`src/rtl/alg_pkg.sv`:
```
package alg_pkg;
  localparam int SLOTS  = 8;
  localparam int RES_W  = 12;
  localparam int ADDR_W = 5;
  localparam int DATA_W = 16;
  localparam int SLOT_W = $clog2(SLOTS);
  localparam int FLAG_W = 2 * SLOTS;

  localparam logic [ADDR_W-1:0] A_CTRL = ADDR_W'(2 * SLOTS);
  localparam logic [ADDR_W-1:0] A_STAT = ADDR_W'(2 * SLOTS + 1);

  function automatic logic beyond_high(input logic [RES_W-1:0] r,
                                       input logic [RES_W-1:0] lim);
    return r > lim;
  endfunction

  function automatic logic beyond_low(input logic [RES_W-1:0] r,
                                      input logic [RES_W-1:0] lim);
    return r < lim;
  endfunction

  function automatic logic merge_irq(input logic [FLAG_W-1:0] f,
                                     input logic en_h, input logic en_l);
    return (en_h && (|f[FLAG_W-1:SLOTS])) || (en_l && (|f[SLOTS-1:0]));
  endfunction

  function automatic logic [FLAG_W-1:0] next_flags(input logic [FLAG_W-1:0] cur,
                                                   input logic [FLAG_W-1:0] set,
                                                   input logic [FLAG_W-1:0] clr);
    return (cur & ~clr) | set;
  endfunction
endpackage

```
`src/rtl/limit_regfile.sv`:
```
module limit_regfile
  import alg_pkg::*;
#(
  parameter int N_SLOT = SLOTS,
  parameter int RW     = RES_W,
  parameter int AW     = ADDR_W,
  parameter int DW     = DATA_W,
  localparam int SW    = $clog2(N_SLOT)
) (
  input  logic          clk,
  input  logic          rst_n,
  input  logic          wr,
  input  logic [AW-1:0] addr,
  input  logic [DW-1:0] wdata,
  input  logic [SW-1:0] look_slot,
  output logic [RW-1:0] sel_hi,
  output logic [RW-1:0] sel_lo,
  output logic          en_hi,
  output logic          en_lo,
  output logic [DW-1:0] rdata
);
  localparam logic [AW-1:0] CTRL_A = AW'(2 * N_SLOT);

  logic [RW-1:0] hi_q [N_SLOT];
  logic [RW-1:0] lo_q [N_SLOT];
  logic [1:0]    en_q;

  for (genvar g = 0; g < N_SLOT; g++) begin : g_slot
    logic wr_hi, wr_lo;
    assign wr_hi = wr && (addr == AW'(g));
    assign wr_lo = wr && (addr == AW'(N_SLOT + g));

    always_ff @(posedge clk or negedge rst_n) begin
      if (!rst_n) begin
        hi_q[g] <= '1;
        lo_q[g] <= '0;
      end else begin
        if (wr_hi) hi_q[g] <= wdata[RW-1:0];
        if (wr_lo) lo_q[g] <= wdata[RW-1:0];
      end
    end
  end

  always_ff @(posedge clk or negedge rst_n) begin
    if (!rst_n)                      en_q <= 2'b00;
    else if (wr && addr == CTRL_A)   en_q <= wdata[1:0];
  end

  assign sel_hi = hi_q[look_slot];
  assign sel_lo = lo_q[look_slot];
  assign en_hi  = en_q[0];
  assign en_lo  = en_q[1];

  always_comb begin
    rdata = '0;
    for (int i = 0; i < N_SLOT; i++) begin
      if (addr == AW'(i))          rdata = DW'(hi_q[i]);
      if (addr == AW'(N_SLOT + i)) rdata = DW'(lo_q[i]);
    end
    if (addr == CTRL_A) rdata = DW'(en_q);
  end
endmodule

```
`src/rtl/limit_compare.sv`:
```
module limit_compare
  import alg_pkg::*;
#(
  parameter int N_SLOT = SLOTS,
  localparam int SW    = $clog2(N_SLOT),
  localparam int FW    = 2 * N_SLOT
) (
  input  logic             valid,
  input  logic [SW-1:0]    slot,
  input  logic [RES_W-1:0] data,
  input  logic [RES_W-1:0] sel_hi,
  input  logic [RES_W-1:0] sel_lo,
  output logic [FW-1:0]    set_mask
);
  logic over, under;
  assign over  = beyond_high(data, sel_hi);
  assign under = beyond_low(data, sel_lo);

  for (genvar g = 0; g < N_SLOT; g++) begin : g_hit
    logic mine;
    assign mine                = valid && (slot == SW'(g));
    assign set_mask[N_SLOT+g]  = mine && over;
    assign set_mask[g]         = mine && under;
  end
endmodule

```
`src/rtl/sticky_flags.sv`:
```
module sticky_flags
  import alg_pkg::*;
#(
  parameter int FW = FLAG_W
) (
  input  logic          clk,
  input  logic          rst_n,
  input  logic [FW-1:0] set_mask,
  input  logic [FW-1:0] clr_mask,
  output logic [FW-1:0] flags
);
  always_ff @(posedge clk or negedge rst_n) begin
    if (!rst_n) flags <= '0;
    else        flags <= next_flags(flags, set_mask, clr_mask);
  end
endmodule

```
`src/rtl/adc_limit_guard.sv`:
```
module adc_limit_guard
  import alg_pkg::*;
(
  input  logic              clk,
  input  logic              rst_n,
  input  logic              res_valid,
  input  logic [SLOT_W-1:0] res_slot,
  input  logic [RES_W-1:0]  res_data,
  input  logic              reg_wr,
  input  logic [ADDR_W-1:0] reg_addr,
  input  logic [DATA_W-1:0] reg_wdata,
  output logic [DATA_W-1:0] reg_rdata,
  output logic [FLAG_W-1:0] status,
  output logic              irq
);
  logic [RES_W-1:0]  sel_hi, sel_lo;
  logic              en_hi, en_lo;
  logic [DATA_W-1:0] rf_rdata;
  logic [FLAG_W-1:0] set_mask, clr_mask, flags;

  limit_regfile #(.N_SLOT(SLOTS), .RW(RES_W), .AW(ADDR_W), .DW(DATA_W)) u_rf (
    .clk(clk), .rst_n(rst_n), .wr(reg_wr), .addr(reg_addr), .wdata(reg_wdata),
    .look_slot(res_slot), .sel_hi(sel_hi), .sel_lo(sel_lo),
    .en_hi(en_hi), .en_lo(en_lo), .rdata(rf_rdata)
  );

  limit_compare #(.N_SLOT(SLOTS)) u_cmp (
    .valid(res_valid), .slot(res_slot), .data(res_data),
    .sel_hi(sel_hi), .sel_lo(sel_lo), .set_mask(set_mask)
  );

  assign clr_mask = (reg_wr && reg_addr == A_STAT) ? reg_wdata[FLAG_W-1:0] : '0;

  sticky_flags #(.FW(FLAG_W)) u_flags (
    .clk(clk), .rst_n(rst_n), .set_mask(set_mask), .clr_mask(clr_mask), .flags(flags)
  );

  assign status    = flags;
  assign irq       = merge_irq(flags, en_hi, en_lo);
  assign reg_rdata = (reg_addr == A_STAT) ? DATA_W'(flags) : rf_rdata;
endmodule

```
`config.mk`:
```
export PLATFORM = sky130hd
export DESIGN_NAME = adc_limit_guard
export DESIGN_NICKNAME = d
export VERILOG_FILES = /design/src/rtl/alg_pkg.sv /design/src/rtl/limit_regfile.sv /design/src/rtl/limit_compare.sv /design/src/rtl/sticky_flags.sv /design/src/rtl/adc_limit_guard.sv
export SDC_FILE = /design/constraint.sdc
export NUM_CORES = 1
export LEC_CHECK = 0
export ABC_AREA = 1
export BUFFER_PORTS_ARGS = -buffer_cell sky130_fd_sc_hd__buf_2
export CELL_PAD_IN_SITES_DETAIL_PLACEMENT = 0
export CELL_PAD_IN_SITES_GLOBAL_PLACEMENT = 1
export CORE_MARGIN = 2
export CORE_UTILIZATION = 45
export DETAILED_ROUTE_END_ITERATION = 8
export GPL_ROUTABILITY_DRIVEN = 0
export PLACE_DENSITY = 0.91
export SLEW_MARGIN = 20
export SYNTH_ARGS = -nofsm -noshare
export SYNTH_HDL_FRONTEND = slang
export SYNTH_SLANG_ARGS = --single-unit
```
`constraint.sdc`:
```
create_clock -name clk -period 2.9 [get_ports clk]
set_input_delay 0.435 -clock clk [delete_from_list [all_inputs] [get_ports clk]]
set_output_delay 0.435 -clock clk [all_outputs]
set_load 0.02 [all_outputs]
```
Yosys cells after proc, flatten, opt, wreduce, memory -nomap -nowiden
Cells that the tools add are included.
{"block": "totals", "out_inout_bits": 33, "word_cells": 123, "ff_bits": 210}
{"block": "op_classes", "n_reduce_logical": 49, "n_lt_le_gt_ge": 3, "bitwise": 4, "n_eq_ne": 24, "mux": 25}
{"operator": "$mux 12", "n": 21}
{"operator": "$bmux 12 s3", "n": 2}
{"operator": "$logic_and 1x1->1", "n": 44}
{"operator": "$eq 5x4->1 const B", "n": 8}
{"operator": "$mux 16", "n": 2}
{"operator": "$eq 5x3->1 const B", "n": 4}
{"operator": "$and 16x16->16", "n": 1}
{"operator": "$not 16->16", "n": 1}
{"operator": "$or 16x16->16", "n": 1}
{"operator": "$reduce_or 8->1", "n": 2}
{"operator": "$eq 3x3->1 const B", "n": 4}
{"operator": "$gt 12x12->1", "n": 1}
{"operator": "$lt 12x12->1", "n": 1}
{"operator": "$eq 5x2->1 const B", "n": 2}
{"operator": "$eq 5x5->1 const B", "n": 2}
{"operator": "$eq 3x2->1 const B", "n": 2}
{"operator": "$eq 5x1->1 const B", "n": 1}
{"operator": "$logic_not 5->1", "n": 1}
{"operator": "$ge 4x4->1 const B", "n": 1}
{"operator": "$not 3->4", "n": 1}
{"operator": "$eq 3x1->1 const B", "n": 1}
{"operator": "$logic_not 3->1", "n": 1}
{"operator": "$logic_or 1x1->1", "n": 1}

Longest topological paths before layout
Gate-level depths: netlist of the first run.
{"block": "logic_depth", "ltp_word": 19, "mapped_depth": 16, "ltp_nobuf": 16}

Cells and area by module
From an unflattened synthesis of the first run, not the netlist that was laid out.
{"block": "hier_totals", "hier_cells": 1734, "area_unflattened_um2": 12152.9}
{"mod": "limit_regfile", "seq_area_each_um2": 4974.8, "instances": 1, "area_each_um2": 10262.3, "cells_per_inst": 1408}
{"mod": "limit_compare", "seq_area_each_um2": 0.0, "instances": 1, "area_each_um2": 780.7, "cells_per_inst": 142}
{"mod": "sticky_flags", "seq_area_each_um2": 400.4, "instances": 1, "area_each_um2": 640.6, "cells_per_inst": 80}
{"mod": "adc_limit_guard", "seq_area_each_um2": 0.0, "instances": 1, "area_each_um2": 469.2, "cells_per_inst": 104}

Worst setup path before layout of the first run
No wires, ideal clock.
{"block": "synth_path", "path_type": "input port to flip-flop", "start": "input port res_slot[0]", "end": "register u_flags.flags[0]", "t_arrival_ps": 2768, "setup_ps": 66, "stages": 12, "setup_slack_ps": 66, "n_path_buf": 2, "path_cell_list": "nor2_1 -> clkbuf_1 -> clkbuf_1 -> a22oi_1 -> nand3_1 -> o21ai_0 -> ha_1 -> nand4_1 -> inv_1 -> a2111oi_2 -> nand3_1 -> nand2_1"}
{"block": "synth_between", "elab_chain_len": 7}
{"item": "from (decl)", "line": "adc_limit_guard.sv:7", "source": "input logic [SLOT_W-1:0] res_slot,"}
{"item": "$not 3->4 (implied by the code)", "line": "limit_regfile.sv:50", "source": "assign sel_lo = lo_q[look_slot];"}
{"item": "$bmux 12 s3", "line": "limit_regfile.sv:50"}
{"item": "$mux 12 (implied by the code) (2 in a row)", "line": "limit_regfile.sv:50"}
{"item": "$lt 12x12->1", "line": "alg_pkg.sv:19", "source": "return r < lim;"}
{"item": "$logic_and 1x1->1 *", "line": "limit_compare.sv:23", "source": "assign set_mask[g] = mine && under;"}
{"item": "$or 16x16->16 *", "line": "alg_pkg.sv:30", "source": "return (cur & ~clr) | set;"}
{"item": "to (signal assigned)", "line": "sticky_flags.sv:14", "source": "else flags <= next_flags(flags, set_mask, clr_mask);"}
{"item": "to (decl)", "line": "sticky_flags.sv:10", "source": "output logic [FW-1:0] flags"}
Mark *: on every way between the ends. The rest lies on a longest branch, timed or not. The select of a mux whose other input is x is not followed.
A chain may end at the register's enable or synchronous reset.

Final worst setup path of the first run
{"block": "layout_path", "start": "input port reg_addr[4]", "end": "output port reg_rdata[1]"}
{"block": "layout_between", "elab_chain_len": 19}
{"item": "from (decl)", "line": "adc_limit_guard.sv:10", "source": "input logic [ADDR_W-1:0] reg_addr,"}
{"item": "$logic_not 5->1", "line": "limit_regfile.sv:57", "source": "if (addr == AW'(i)) rdata = DW'(hi_q[i]);"}
{"item": "$mux 12", "line": "limit_regfile.sv:57"}
{"item": "$mux 12", "line": "limit_regfile.sv:58", "source": "if (addr == AW'(N_SLOT + i)) rdata = DW'(lo_q[i]);"}
{"item": "$mux 12", "line": "limit_regfile.sv:57"}
{"item": "$mux 12", "line": "limit_regfile.sv:58"}
{"item": "$mux 12", "line": "limit_regfile.sv:57"}
{"item": "$mux 12", "line": "limit_regfile.sv:58"}
{"item": "$mux 12", "line": "limit_regfile.sv:57"}
{"item": "[3 not listed]"}
{"item": "$mux 12", "line": "limit_regfile.sv:57"}
{"item": "$mux 12", "line": "limit_regfile.sv:58"}
{"item": "$mux 12", "line": "limit_regfile.sv:57"}
{"item": "$mux 12", "line": "limit_regfile.sv:58"}
{"item": "$mux 12", "line": "limit_regfile.sv:57"}
{"item": "$mux 12", "line": "limit_regfile.sv:58"}
{"item": "$mux 12", "line": "limit_regfile.sv:60", "source": "if (addr == CTRL_A) rdata = DW'(en_q);"}
{"item": "$mux 16 *", "line": "adc_limit_guard.sv:40", "source": "assign reg_rdata = (reg_addr == A_STAT) ? DATA_W'(flags) : rf_rdata;"}
{"item": "to (decl)", "line": "adc_limit_guard.sv:12", "source": "output logic [DATA_W-1:0] reg_rdata,"}
Mark *: on every way between the ends. The rest lies on a longest branch, timed or not.

==> summary by stage, run 1 <==
Yosys
The share of flip-flops with an asynchronous set or reset after synthesis is 100%. The share of synthesized area spent on multiplexers is 0%. After synthesis the cells add up to roughly 11000 sq um.

After Yosys synthesis, full adders, half adders and majority gates account for 2.56% of the synthesized area. The parity-gate share of the synthesized area counting xor and xnor cells is 0%. The synthesized area per cell is between 7 and 8 sq um. The post-synthesis net count is approximately 1.5k. The predominant post-synthesis flop cell is dfrtp_1. The sequential share of the synthesized area is 47.8%.

The largest total area in the synthesized netlist belongs to dfrtp_1. The synthesized design contains 210 register bits. Ranked by total cell area, the synthesized netlist is headed by dfrtp_1 25%, dfstp_2 22%, nand2_1 17%. The number of flops mapped to enable cells by yosys is 0.

The synthesis warning total is 0. The share of the synthesized area in compound gates (AO/OA/AOI/OAI) is between 15 and 20%. The synthesized netlist devotes a little over a quarter of its cell area to simple gates.

The unique cell type count in the Yosys netlist is 38. The largest family of logic cells by synthesized area is simple AND/OR/NAND/NOR gates. The gate count of the mapped netlist is 1477. Summed over its instances, the top area cell type makes up 25.4% of the synthesized netlist area.

Clocking
The number of clock sinks is 210. Once the clock tree was built, the setup fixing pass inserted 0 buffers. Clock-pin slew was measured on the worst setup and hold paths at 0.06 ns. The buffer depth of the longest clock path is 3.

The tree is rooted in a clkbuf_16. TritonCTS built the clock tree. The worst-skew pair later-pin latency is between 0.5 and 0.6 ns. The number of buffers added by the clock tree synthesis step is 24. In this run the number of H-tree levels came out at 1.

STA
At the pin with the least slew margin, the transition time is approximately 0.85 ns. The fmax is 370 MHz. The worst-case headroom to the max-slew limit is a little over two fifths. Of the available clock period, the critical path in the final layout requires 93.1%. The post-route clock skew is 0.00964 ns.

The final worst hold slack is 0.203 ns. Setup violations remaining at the end of the flow were counted as 0. The final count of hold timing violations was 0. The setup total negative slack is 0 ns. The max-slew violation total from the final report is 0.

Setup repair after global routing left no endpoint under its margin. Counting I/O delays and the setup requirement, the final critical path takes 2.70 ns.

Cells and area
The fraction of layout cells with a size suffix above 1 is ~18%. The post-layout utilization of the core is between 50% and 60%. The growth of design area from synthesis to finish is 16.0%. The antenna diode instance count is 0. The final standard cell count with taps included and fillers excluded is about 1.9k. The final layout contains around 1.6k nets.

Floorplan
The region available for standard cell placement spans 24500 sq um. The starting utilization of the core area is 46.0%. The die covers ~26000 sq um. The horizontal die dimension is 162 um. The I/O pin total is between 70 and 80. The initialized floorplan defines 57 standard-cell rows. The die is between 150 and 200 um tall.

Global route
The first global-routing pass estimated 59.4 mm of wire. The number of global-route vias before repair is ~10k. The largest net degree at the start of global routing is 64. The aggregate global routing overflow is 0. Global routing used 28.8% of the available tracks. The number of antenna violations at the first check in global routing came to 0.

Route
The average wire per standard cell is 19.7 um. The via count normalized by instance count is ~5.8. The vias after detailed routing is 10.9k.

Summed over all layers, the routed wires come to 37.1 mm. The count of nets left with antenna violations once routing finished came out at 0. The first TritonRoute pass finished after 5 iterations. In the routed design, unresolved DRC markers number 0. The DRC marker count from the first detailed-route iteration is 1379.

Hold path
The worst hold path belongs to the class in2reg. The worst hold path terminates at u_flags.flags[12]$_DFF_PN0_. The worst hold path passes through 4 cells. The worst min-delay path startpoint is reg_wdata[12].

Setup path
The worst setup path is captured at a primary output. The worst setup path is launched from a primary input. The endpoint identified for the worst register-to-register timing path is u_flags.flags[9]$_DFF_PN0_. The required time of the critical path is 2.47 ns.

The worst register-to-register path has a setup slack of 0.41 ns. The cell count of the worst reg-to-reg path is 10. The worst setup path is of the in2out kind. The maximum fanout along the worst path is 8. The signal arrival time at the worst endpoint is about 2.3 ns.

The startpoint of the worst register-to-register path is u_rf.hi_q[19]$_DFFE_PN1P_.

Outcome
The flow ran to the end, and the final reports show no timing, DRC or antenna violations.

Power
The peak supply drop is 0.602 mV. The leakage power of the design is roughly 5.7 nW. Dividing total power by cell area gives a power density of 703 nW/um^2.

The total power draw is between 0.009 and 0.01 W.

Placement
The count of buffers added on input and output ports is 72. The post-DP HPWL is 27.1 mm. The cell total after placement is 1834.

Flow run
The max-cap violation count is 0.
[placed cells by master, fill, tap and decap left out, types with 30 or more instances in the layout]
cell type / Yosys / layout
nand3_1: 57 / 57
dfrtp_1: 114 / 114
nor2_1: 92 / 90
o21ai_0: 226 / 226
nand4_1: 49 / 49
inv_1: 81 / 81
dfstp_2: 96 / 96
buf_4: 0 / 32
nand2_1: 506 / 506
a21oi_1: 30 / 30
buf_2: 7 / 71
a22oi_1: 41 / 41
[state kept, by name, indices dropped and copies added (netlist names)]
register / cells
u_rf.hi_q: 96
u_rf.en_q: 2
u_flags.flags: 16
u_rf.lo_q: 96
[worst max path at each step]
stage	startpoint	end	slack [ns]	cells after the start
CTS	reg_addr[2]	reg_rdata[1]	0.21	15
global placement	res_slot[2]	u_flags.flags[13]$_DFF_PN0_	0.09	11
floorplan	res_slot[0]	u_flags.flags[0]$_DFF_PN0_	0.07	12
finish	reg_addr[4]	reg_rdata[1]	0.20	15
detailed placement	res_slot[0]	u_flags.flags[9]$_DFF_PN0_	0.005	14
global route	reg_addr[3]	reg_rdata[9]	0.02	18
[synthesized netlist by cell type, types with 9 or more instances]
| cell | count |
|---|---|
| nand2_1 | 506 |
| dfstp_2 | 96 |
| o21ai_1 | 10 |
| dfrtp_1 | 114 |
| a21oi_1 | 30 |
| o21ai_0 | 226 |
| o2111ai_1 | 12 |
| nand4_1 | 49 |
| a22oi_1 | 41 |
| inv_1 | 81 |
| ha_1 | 23 |
| nand3_1 | 57 |
| clkbuf_1 | 72 |
| nor2_1 | 92 |
| o31ai_1 | 9 |
[metal layers]
layer	share of wire (%)	global-route usage, %
met1	43	41.0
met4	4.0	11.1
met2	44	44.4
met3	9.0	4.57
met5	0	0
[logic make-up (layout without fill, tap and decap cells)]
| kind of cell | after synthesis | count (layout) |
|---|---|---|
| AOI/OAI and AO/OA | 341 | 341 |
| and+or+nand+nor | 731 | 731 |
| adders and majority gates | 23 | 23 |
| DFF | 210 | 210 |
| buffers and inverters | 172 | 250 |
[per-stage QoR]
step                worst slack, ns  cell area, sq um
floorplan                    0.0658             11300
global placement             0.0920             12200
detailed placement          0.00494             12200
CTS                           0.213             13100
global route                 0.0202             13100
finish                        0.200             13100
[final cells by class]
cell class | count | area [sq um]
clock inverters | 12 | 165
repair buffers | 116 | 840
clock buffers | 32 | 692
inverters | 90 | 338
flip-flops and latches | 210 | 5380
fillers | 2320 | 11400
well taps | 324 | 405
multi-input cells | 1095 | 5240
[where the power goes]
group / switching, W / internal, W / leakage [nW]
logic: 0.00103 / 0.000602 / 2.80
clock network: 0.00124 / 0.00203 / 0.421
registers: 0.000566 / 0.00370 / 2.45
[worst max-delay path: stages]
cell and delay (ns):
buf_2 0.14, inv_2 0.13, nand3_2 0.18, nor2_2 0.43, nand2_1 0.09, nand3_1 0.08
nor2_1 0.05, nand4_1 0.07, nand2_1 0.11, nand4_1 0.10, nand2_1 0.07, nand4_1 0.08
nand2_1 0.07, nand3_1 0.07, buf_2 0.16
[what timing repair did]
action                                  4_1_cts  5_1_grt
gates resized for setup                       0        1
endpoints found under the hold margin        34        0
endpoints found under the setup margin        0        1
hold buffers                                  1        0
No activity file was read; power rests on OpenSTA's default activity.
==> run 2: changes to the inputs <==
--- a/config.mk
+++ b/config.mk
@@ -13,7 +13,7 @@
 export CORE_UTILIZATION = 45
 export DETAILED_ROUTE_END_ITERATION = 8
 export GPL_ROUTABILITY_DRIVEN = 0
-export PLACE_DENSITY = 0.91
+export PLACE_DENSITY_LB_ADDON = 0.3
 export SLEW_MARGIN = 20
 export SYNTH_ARGS = -nofsm -noshare
 export SYNTH_HDL_FRONTEND = slang
==> run 2 against run 1 <==
Compared with the run above:
- sequential share of layout area rose by 0.075 points
- first-iteration DRC count is 8.9% lower
- worst hold slack worse by 0.0015 ns
- sequential power about the same
- critical path depth fell by 2
- final cell count up 0.48%
- via count fell by 1.9%
- highest routed layer unchanged
==> summary by stage, run 2 (synthesis results as in run 1) <==
Setup path
The required time of the critical path was 2.47 ns (about the same). On the critical path the largest part of the delay comes from simple AND/OR/NAND/NOR gates. The cell count of the worst reg-to-reg path is 10 (unchanged). The cell with the biggest individual delay on the critical path is nor2_1. The library cell appearing most often on the critical path is nand2_1. The setup path with the least slack is of type in2out. The signal on the critical path passes through buf_2 -> nor2_1 -> nand2_2 -> buf_4 -> nor2_1 -> buf_4 -> nand2_1 -> nand4_1 -> nand2_1 -> nand4_1 -> nand2_1 -> nand3_1 -> buf_2. STA classifies the critical path startpoint as a primary input.

The number of stages on the worst setup path was 13 (-2). The delay of the slowest cell on the worst path is 0.30 ns (-0.13 ns). The maximum fanout along the worst path is 9 (+1). The signal arrival time at the worst endpoint is 2.24 ns (-0.03 ns).

The startpoint of the most critical setup path is reg_addr[0]. The number of buffers and inverters on the critical path is 4 (+1). The type of destination of the critical path is a primary output. The startpoint identified for the worst register-to-register timing path is u_rf.hi_q[19]$_DFFE_PN1P_.

STA
The max-slew violation total from the final report is 0 (unchanged). The post-route clock skew is 0.00796 ns (-0.00168 ns). The worst setup margin is 0.223 ns (+0.0232 ns). The final clock period utilization by the worst path was 92.3% (-0.80 points). Setup repair after global routing left no endpoint under its margin. The slew at the pin closest to its max-slew limit came to 0.828 ns (-0.0217 ns). The fmax is 374 MHz (+0.87%).

The number of setup violations in the final report is 0 (unchanged). The final count of hold timing violations is 0 (unchanged). The post-layout minimum cycle time is 2.68 ns (-0.0232 ns). The setup total negative slack is 0 ns (unchanged). The worst-case headroom to the max-slew limit came to 44.7% (+1.4 points). The final worst hold slack was 0.201 ns (-0.00146 ns).

Placement
The post-DP HPWL was 27.9 mm (+3.0%). The post-placement setup slack came to -0.157 ns (-0.162 ns). The number of input and output port buffers inserted is 72 (unchanged).

Cells and area
The number of nets in the finished design is 1610 (+0.63%). The fraction of layout cells with a size suffix above 1 is 18.1% (+0.28 points). In the layout the commonest cells are 506 x nand2_1, 226 x o21ai_0, 114 x dfrtp_1. The largest registers in the layout are u_rf.hi_q: 96 flops, u_rf.lo_q: 96 flops, u_flags.flags: 16 flops. The antenna diode instance count came to 0 (unchanged). The growth of design area from synthesis to finish is 15.8%. The library cell used most frequently in the layout, excluding fill and tap cells, is nand2_1.

Floorplan
The core area is 24500 sq um (unchanged). The starting utilization of the core area is 46.0% (unchanged). The number of rows created at floorplan is 57 (unchanged).

The total die area is 26300 sq um (unchanged). The I/O pin total was 73 (unchanged). The vertical die dimension came to 162 um (unchanged). The horizontal die dimension was 162 um (unchanged).

Clocking
The buffer depth of the longest clock path is 3 (unchanged). The number of levels the H-tree was split into is 1 (unchanged). The number of clock sinks was 210 (unchanged). The worst-skew pair later-pin latency was 0.53 ns (about the same). The number of buffers added by the clock tree synthesis step is 25 (+4.2%). TritonCTS built the clock tree. The number of buffers inserted by post-CTS setup repair is 0 (unchanged). The clock root buffer is clkbuf_16. The clock transition at the registers of the reported paths is 0.05 ns (about the same).

Global route
The number of global-route vias before repair is 10.2k (-3.2%). The aggregate global routing overflow was 0 (unchanged). The number of antenna violations at the first check in global routing is 0 (unchanged).

The global-route wire length before repair came to 58.9 mm (-0.79%). The largest net degree at the start of global routing came to 66 (+3.1%). The combined global-route utilization of all metal layers is 29.2% (+0.40 points).

Power
The clock network fraction of design power was 34.6% (-1.0 points). The switching power was 0.00283 W (-0.17%). The peak supply drop is 0.461 mV (-23%). The cell-internal power is 0.00616 W (-2.7%). The leakage power of the design is 5.68 nW (+0.19%). The relative contribution of sequential cells to total power is 47.2% (+0.7 points).

The switching share of power came to 31.5% (+0.55 points). The areal power density over the cells is 690 nW/um^2 (-1.7%). The combinational fraction of design power is 18.2% (+0.4 points).

Hold path
In this run the most critical hold path is launched from reg_wdata[12]. The tightest min-delay check is of the in2reg type. The cell depth of the worst min-delay path is 4 (unchanged).

Flow run
The max-cap violation count is 0 (unchanged).

Route
The via count normalized by instance count is 5.65 (-2.3%). The DRC marker count from the first detailed-route iteration is 1256 (-8.9%). The average wire per standard cell is 20.1 um (+1.9%).

The routed wire length is 38.0 mm (+2.4%). The number of routed nets with antenna violations is 0 (unchanged). The number of remaining DRC errors is 0 (unchanged). The number of optimization iterations in the first detailed-route pass came to 5 (unchanged). The vias after detailed routing is 10.7k (-1.9%).

Outcome
The run finished with clean final reports.
-- run 2: cell types whose count changed in the layout (fill, tap and decap cells not counted) --
cell / delta
clkinv_4: +1
clkbuf_1: +4
buf_4: +12
clkinv_2: -1
nor2_2: +1
clkinvlp_4: -2
nor2_1: -1
bufinv_16: -2
buf_12: -3
-- run 2: path summary, 6_finish.rpt --
path	slack (ns)	end
setup / recovery	0.22	reg_rdata[1]
max in group asynchronous	1.62	u_rf.hi_q[18]$_DFFE_PN1P_
hold reg to reg	0.48	u_rf.hi_q[27]$_DFFE_PN1P_
hold / removal	0.20	u_flags.flags[12]$_DFF_PN0_
setup reg to reg	0.42	u_flags.flags[13]$_DFF_PN0_
min in group asynchronous	0.39	u_rf.lo_q[84]$_DFFE_PN0P_
-- run 2: layer usage --
| layer | vias to the layer above | track usage [%] | routed length [um] |
|---|---|---|---|
| met4 | 0 | 8.93 | 1180 |
| met2 | 367 | 47.0 | 17300 |
| met3 | 84 | 4.55 | 2500 |
| li1 | 5080 | - | - |
| met1 | 5142 | 41.0 | 17000 |
| met5 | - | 0 | 0 |
-- run 2: stage by stage --
stage / util, % / total power, W / cells / cell area, sq um
2_1_floorplan: - / 0.00512 / 1477 / 11300
3_3_place_gp: 49.9 / 0.00586 / 1843 / 12200
3_5_place_dp: 49.9 / 0.00590 / 1843 / 12200
4_1_cts: 53.2 / 0.00904 / 1888 / 13000
5_1_grt: 53.3 / 0.00945 / 1888 / 13000
6_report: 53.3 / 0.00900 / 1888 / 13000
-- run 2: power by group through the flow --
stage,Sequential [W],Clock (W),Combinational (W)
final,0.00424,0.00311,0.00164
after global routing,0.00431,0.00327,0.00187
after CTS,0.00422,0.00317,0.00165
after detailed placement,0.00426,0,0.00164
after global placement,0.00427,0,0.00160
after floorplan,0.00416,0,0.000968
-- run 2: final cells by class --
| type | instances | area, sq um |
|---|---|---|
| Timing Repair Buffer | 125 | 870 |
| Tap cell | 324 | 405 |
| Sequential cell | 210 | 5380 |
| Fill cell | 2390 | 11400 |
| Clock inverter | 8 | 93.8 |
| Inverter | 90 | 338 |
| Clock buffer | 36 | 707 |
| Multi-Input combinational cell | 1095 | 5240 |
-- run 2: timing repair --
action | CTS | global route
gates resized for setup | 0 | 2
setup endpoints to repair | 0 | 1
endpoints found under the hold margin | 26 | 0
hold buffers | 1 | 0
-- run 2: worst register-to-register path, stage by stage (launching register included) --
cell,delay [ns]
dfstp_2,0.53
inv_1,0.07
o2111ai_1,0.18
o21ai_0,0.18
ha_1,0.35
nand2_1,0.09
nor3_1,0.30
a211oi_1,0.13
o2bb2ai_1,0.14
buf_4,0.17
o31ai_1,0.24
==> run 3: changes to the inputs <==
--- a/config.mk
+++ b/config.mk
@@ -14,6 +14,7 @@
 export DETAILED_ROUTE_END_ITERATION = 8
 export GPL_ROUTABILITY_DRIVEN = 0
 export PLACE_DENSITY_LB_ADDON = 0.3
+export SETUP_SLACK_MARGIN = 0.4
 export SLEW_MARGIN = 20
 export SYNTH_ARGS = -nofsm -noshare
 export SYNTH_HDL_FRONTEND = slang
==> constraint.sdc (replaced) <==
create_clock -name clk -period 3 [get_ports clk]
set_input_delay 0.45 -clock clk [delete_from_list [all_inputs] [get_ports clk]]
set_output_delay 0.45 -clock clk [all_outputs]
set_load 0.02 [all_outputs]
==> run 3 against run 2 <==
Compared with the run above:
- via count is 1.2% higher
- critical path depth fell by 2
- clock-buffer cell count increased by 2
- cell area is 3.5% higher
- first-iteration DRC count down 0.24%
- global-route usage increased by 0.12 points
- highest routed layer unchanged
- non-clock buffer count grew 8
- sequential cell count stayed put
- wire length is 1.9% higher
- sequential power decreased by 3%
- die area is the same
==> summary by stage, run 3 (synthesis results as in run 1) <==
Outcome
The flow ran to the end, and the final reports show no timing, DRC or antenna violations.

Global route
The number of global-route vias before repair is 10.3k (+1.3%). The largest net degree at the start of global routing came to 68 (+3.0%). The global-route wire length before repair is 59.7 mm (+1.3%). The combined global-route utilization of all metal layers is 29.4% (+0.12 points). The number of antenna violations at the first check in global routing is 0 (unchanged).

The aggregate global routing overflow was 0 (unchanged).

Route
The number of optimization iterations in the first detailed-route pass is 5 (unchanged). The via count normalized by instance count is 5.70 (+0.75%). The DRC marker count from the first detailed-route iteration came to 1253 (-0.24%). The average wire per standard cell was 20.4 um (+1.5%). The routed wire length is 38.7 mm (+1.9%). The number of routed nets with antenna violations is 0 (unchanged). The number of remaining DRC errors is 0 (unchanged). The vias after detailed routing came to 10.8k (+1.2%).

Setup path
The maximum fanout along the worst path was 3 (-6). Traced cell by cell, the critical path runs through nand3_1 -> nand3_1 -> nor2_1 -> nand4_1 -> nor2_1 -> nand4_1 -> nor2_1 -> nand4_1 -> nand2_1 -> nand2_1 -> buf_2. The required time of the critical path is 2.55 ns (+0.08 ns). By startpoint and endpoint, the worst setup path is classified as reg2out. The signal arrival time at the worst endpoint came to 2.19 ns (-0.05 ns). The critical path startpoint category is a flop.

The delay of the slowest cell on the worst path is 0.40 ns (+0.10 ns). The type of destination of the critical path is a primary output. The cell with the biggest individual delay on the critical path is dfrtp_1. The kind of cell with the highest combined delay along the critical path is simple AND/OR/NAND/NOR gates. The number of buffers and inverters on the critical path is 1 (-3).

Cells and area
The fraction of layout cells with a size suffix above 1 came to 20.9% (+2.8 points). The total of fill cells in the finished design is 2398 (+0.33%). The number of nets in the finished design came to 1617 (+0.43%).

The leading cell type in the layout, fill and taps excluded is nand2_1. The antenna diode instance count was 0 (unchanged). The final standard cell area without fillers is 13500 sq um (+3.5%). In the layout the commonest cells are 499 x nand2_1, 223 x o21ai_0, 114 x dfrtp_1.

The growth of design area from synthesis to finish is 19.9%. The multi-input logic area is 5460 sq um (+4.1%). The sequential cell area is 5380 sq um (unchanged).

The post-layout utilization of the core is 55.1% (+1.9 points). The largest registers in the layout are u_rf.hi_q: 96 flops, u_rf.lo_q: 96 flops, u_flags.flags: 16 flops.

Placement
The post-DP HPWL is 27.6 mm (-1.0%). The post-placement setup slack is -0.00427 ns (+0.153 ns). The number of input and output port buffers inserted came to 72 (unchanged).

The placement-stage cell area is 12200 sq um (about the same).

Clocking
The number of levels the H-tree was split into was 1 (unchanged). The worst-skew pair later-pin latency is 0.52 ns (about the same). The number of buffers added by the clock tree synthesis step is 24 (-4.0%). The CTS tree is done. The buffer depth of the longest clock path is 3 (unchanged). The number of clock sinks is 210 (unchanged). The clock transition at the registers of the reported paths is 0.06 ns (about the same).

The clock root buffer is clkbuf_16.

STA
The final worst hold slack came to 0.224 ns (+0.0231 ns). The worst setup margin came to 0.362 ns (+0.139 ns). For this run, the top clock speed supported by timing is about 380 MHz.

The final count of hold timing violations is 0 (unchanged). The final clock period utilization by the worst path is 87.9%. The setup total negative slack is 0 ns (unchanged). The max-slew violation total from the final report is 0 (unchanged).

The slew at the pin closest to its max-slew limit is 0.806 ns (-0.0219 ns). The smallest clock period supported by the final layout is computed as around 2.6 ns. The post-route clock skew is 0.00698 ns (-0.000975 ns).

The number of setup violations in the final report was 0 (unchanged). Setup repair after global routing could not meet its margin everywhere. The worst-case headroom to the max-slew limit is 46.1% (+1.5 points).

Floorplan
The total die area is 26300 sq um (unchanged). The number of rows created at floorplan was 57 (unchanged). The I/O pin total is 73 (unchanged). The vertical die dimension is 162 um (unchanged). The core area is 24500 sq um (unchanged).

The starting utilization of the core area came to 46.0% (unchanged). The horizontal die dimension was 162 um (unchanged).

Flow run
The max-cap violation count came to 0 (unchanged).

Power
The leakage power of the design came to 5.82 nW (+2.5%). The peak supply drop is 0.506 mV (+9.6%). The areal power density over the cells is 664 nW/um^2 (-3.8%).

Hold path
The type of the tightest min-delay check is in2reg.
==> run 3: changes by cell type in the layout (fill, tap and decap cells not counted), sizes merged <==
cell      delta
clkinvlp     +1
inv          -1
clkbuf       +2
buf          +8
bufinv       +1
clkinv       -3
==> run 3: per-layer routing <==
layer	global-route usage [%]	vias up	share of wire (%)
li1	-	5091	-
met5	0	-	0
met3	3.35	83	6.4
met4	9.98	0	3.6
met1	42.6	5191	45
met2	45.9	434	45
==> run 3: through the flow <==
stage	total power (W)	std cells
final	0.00896	1896
after global routing	0.00938	1896
after CTS	0.00892	1886
after detailed placement	0.00571	1836
after global placement	0.00566	1836
after floorplan	0.00496	1477
==> run 3: final timing paths <==
| check | start | end | slack (ns) | cells past startpoint |
|---|---|---|---|---|
| hold reg to reg | u_rf.lo_q[58]$_DFFE_PN0P_ | u_rf.lo_q[58]$_DFFE_PN0P_ | 0.49 | 2 |
| setup reg to reg | u_rf.hi_q[48]$_DFFE_PN1P_ | u_flags.flags[12]$_DFF_PN0_ | 0.59 | 11 |
| max in group asynchronous | rst_n | u_rf.hi_q[36]$_DFFE_PN1P_ | 1.71 | 3 |
| setup / recovery | u_rf.lo_q[86]$_DFFE_PN0P_ | reg_rdata[2] | 0.36 | 11 |
| min in group asynchronous | rst_n | u_rf.lo_q[95]$_DFFE_PN0P_ | 0.46 | 2 |
| hold / removal | reg_wdata[13] | u_flags.flags[13]$_DFF_PN0_ | 0.22 | 4 |
==> run 3: repair_timing <==
| action | CTS | global route |
|---|---|---|
| endpoints found under the hold margin | 23 | 0 |
| resized for setup | 28 | 63 |
| cloned | 0 | 1 |
| endpoints found under the setup margin | 11 | 28 |
| pin swaps | 11 | 40 |
| hold buffers | 1 | 0 |
| buffers inserted | 5 | 9 |
==> run 3: area by class of cell <==
type	instances	area share [%]
clock buffers	38	5.54
flip-flops and latches	210	39.8
multi-input cells	1095	40.4
repair buffers	133	7.79
well taps	324	3.01
inverters	90	2.58
clock inverters	6	0.798
==> run 3: worst reg2reg max path, stage by stage (launching register included) <==
cell and delay [ns]:
dfstp_2 0.53, inv_1 0.05, o2111ai_1 0.31, nor2_1 0.08
a31oi_1 0.16, ha_1 0.17, inv_1 0.04, a21oi_1 0.12
o21ai_0 0.10, a211oi_1 0.39, o2bb2ai_4 0.25, o31ai_1 0.11
==> run 3: report_power, final <==
part           internal (W)  leakage (nW)  switching [W]
clock               0.00196         0.414        0.00121
combinational      0.000631          2.96        0.00104
sequential          0.00358          2.45       0.000534
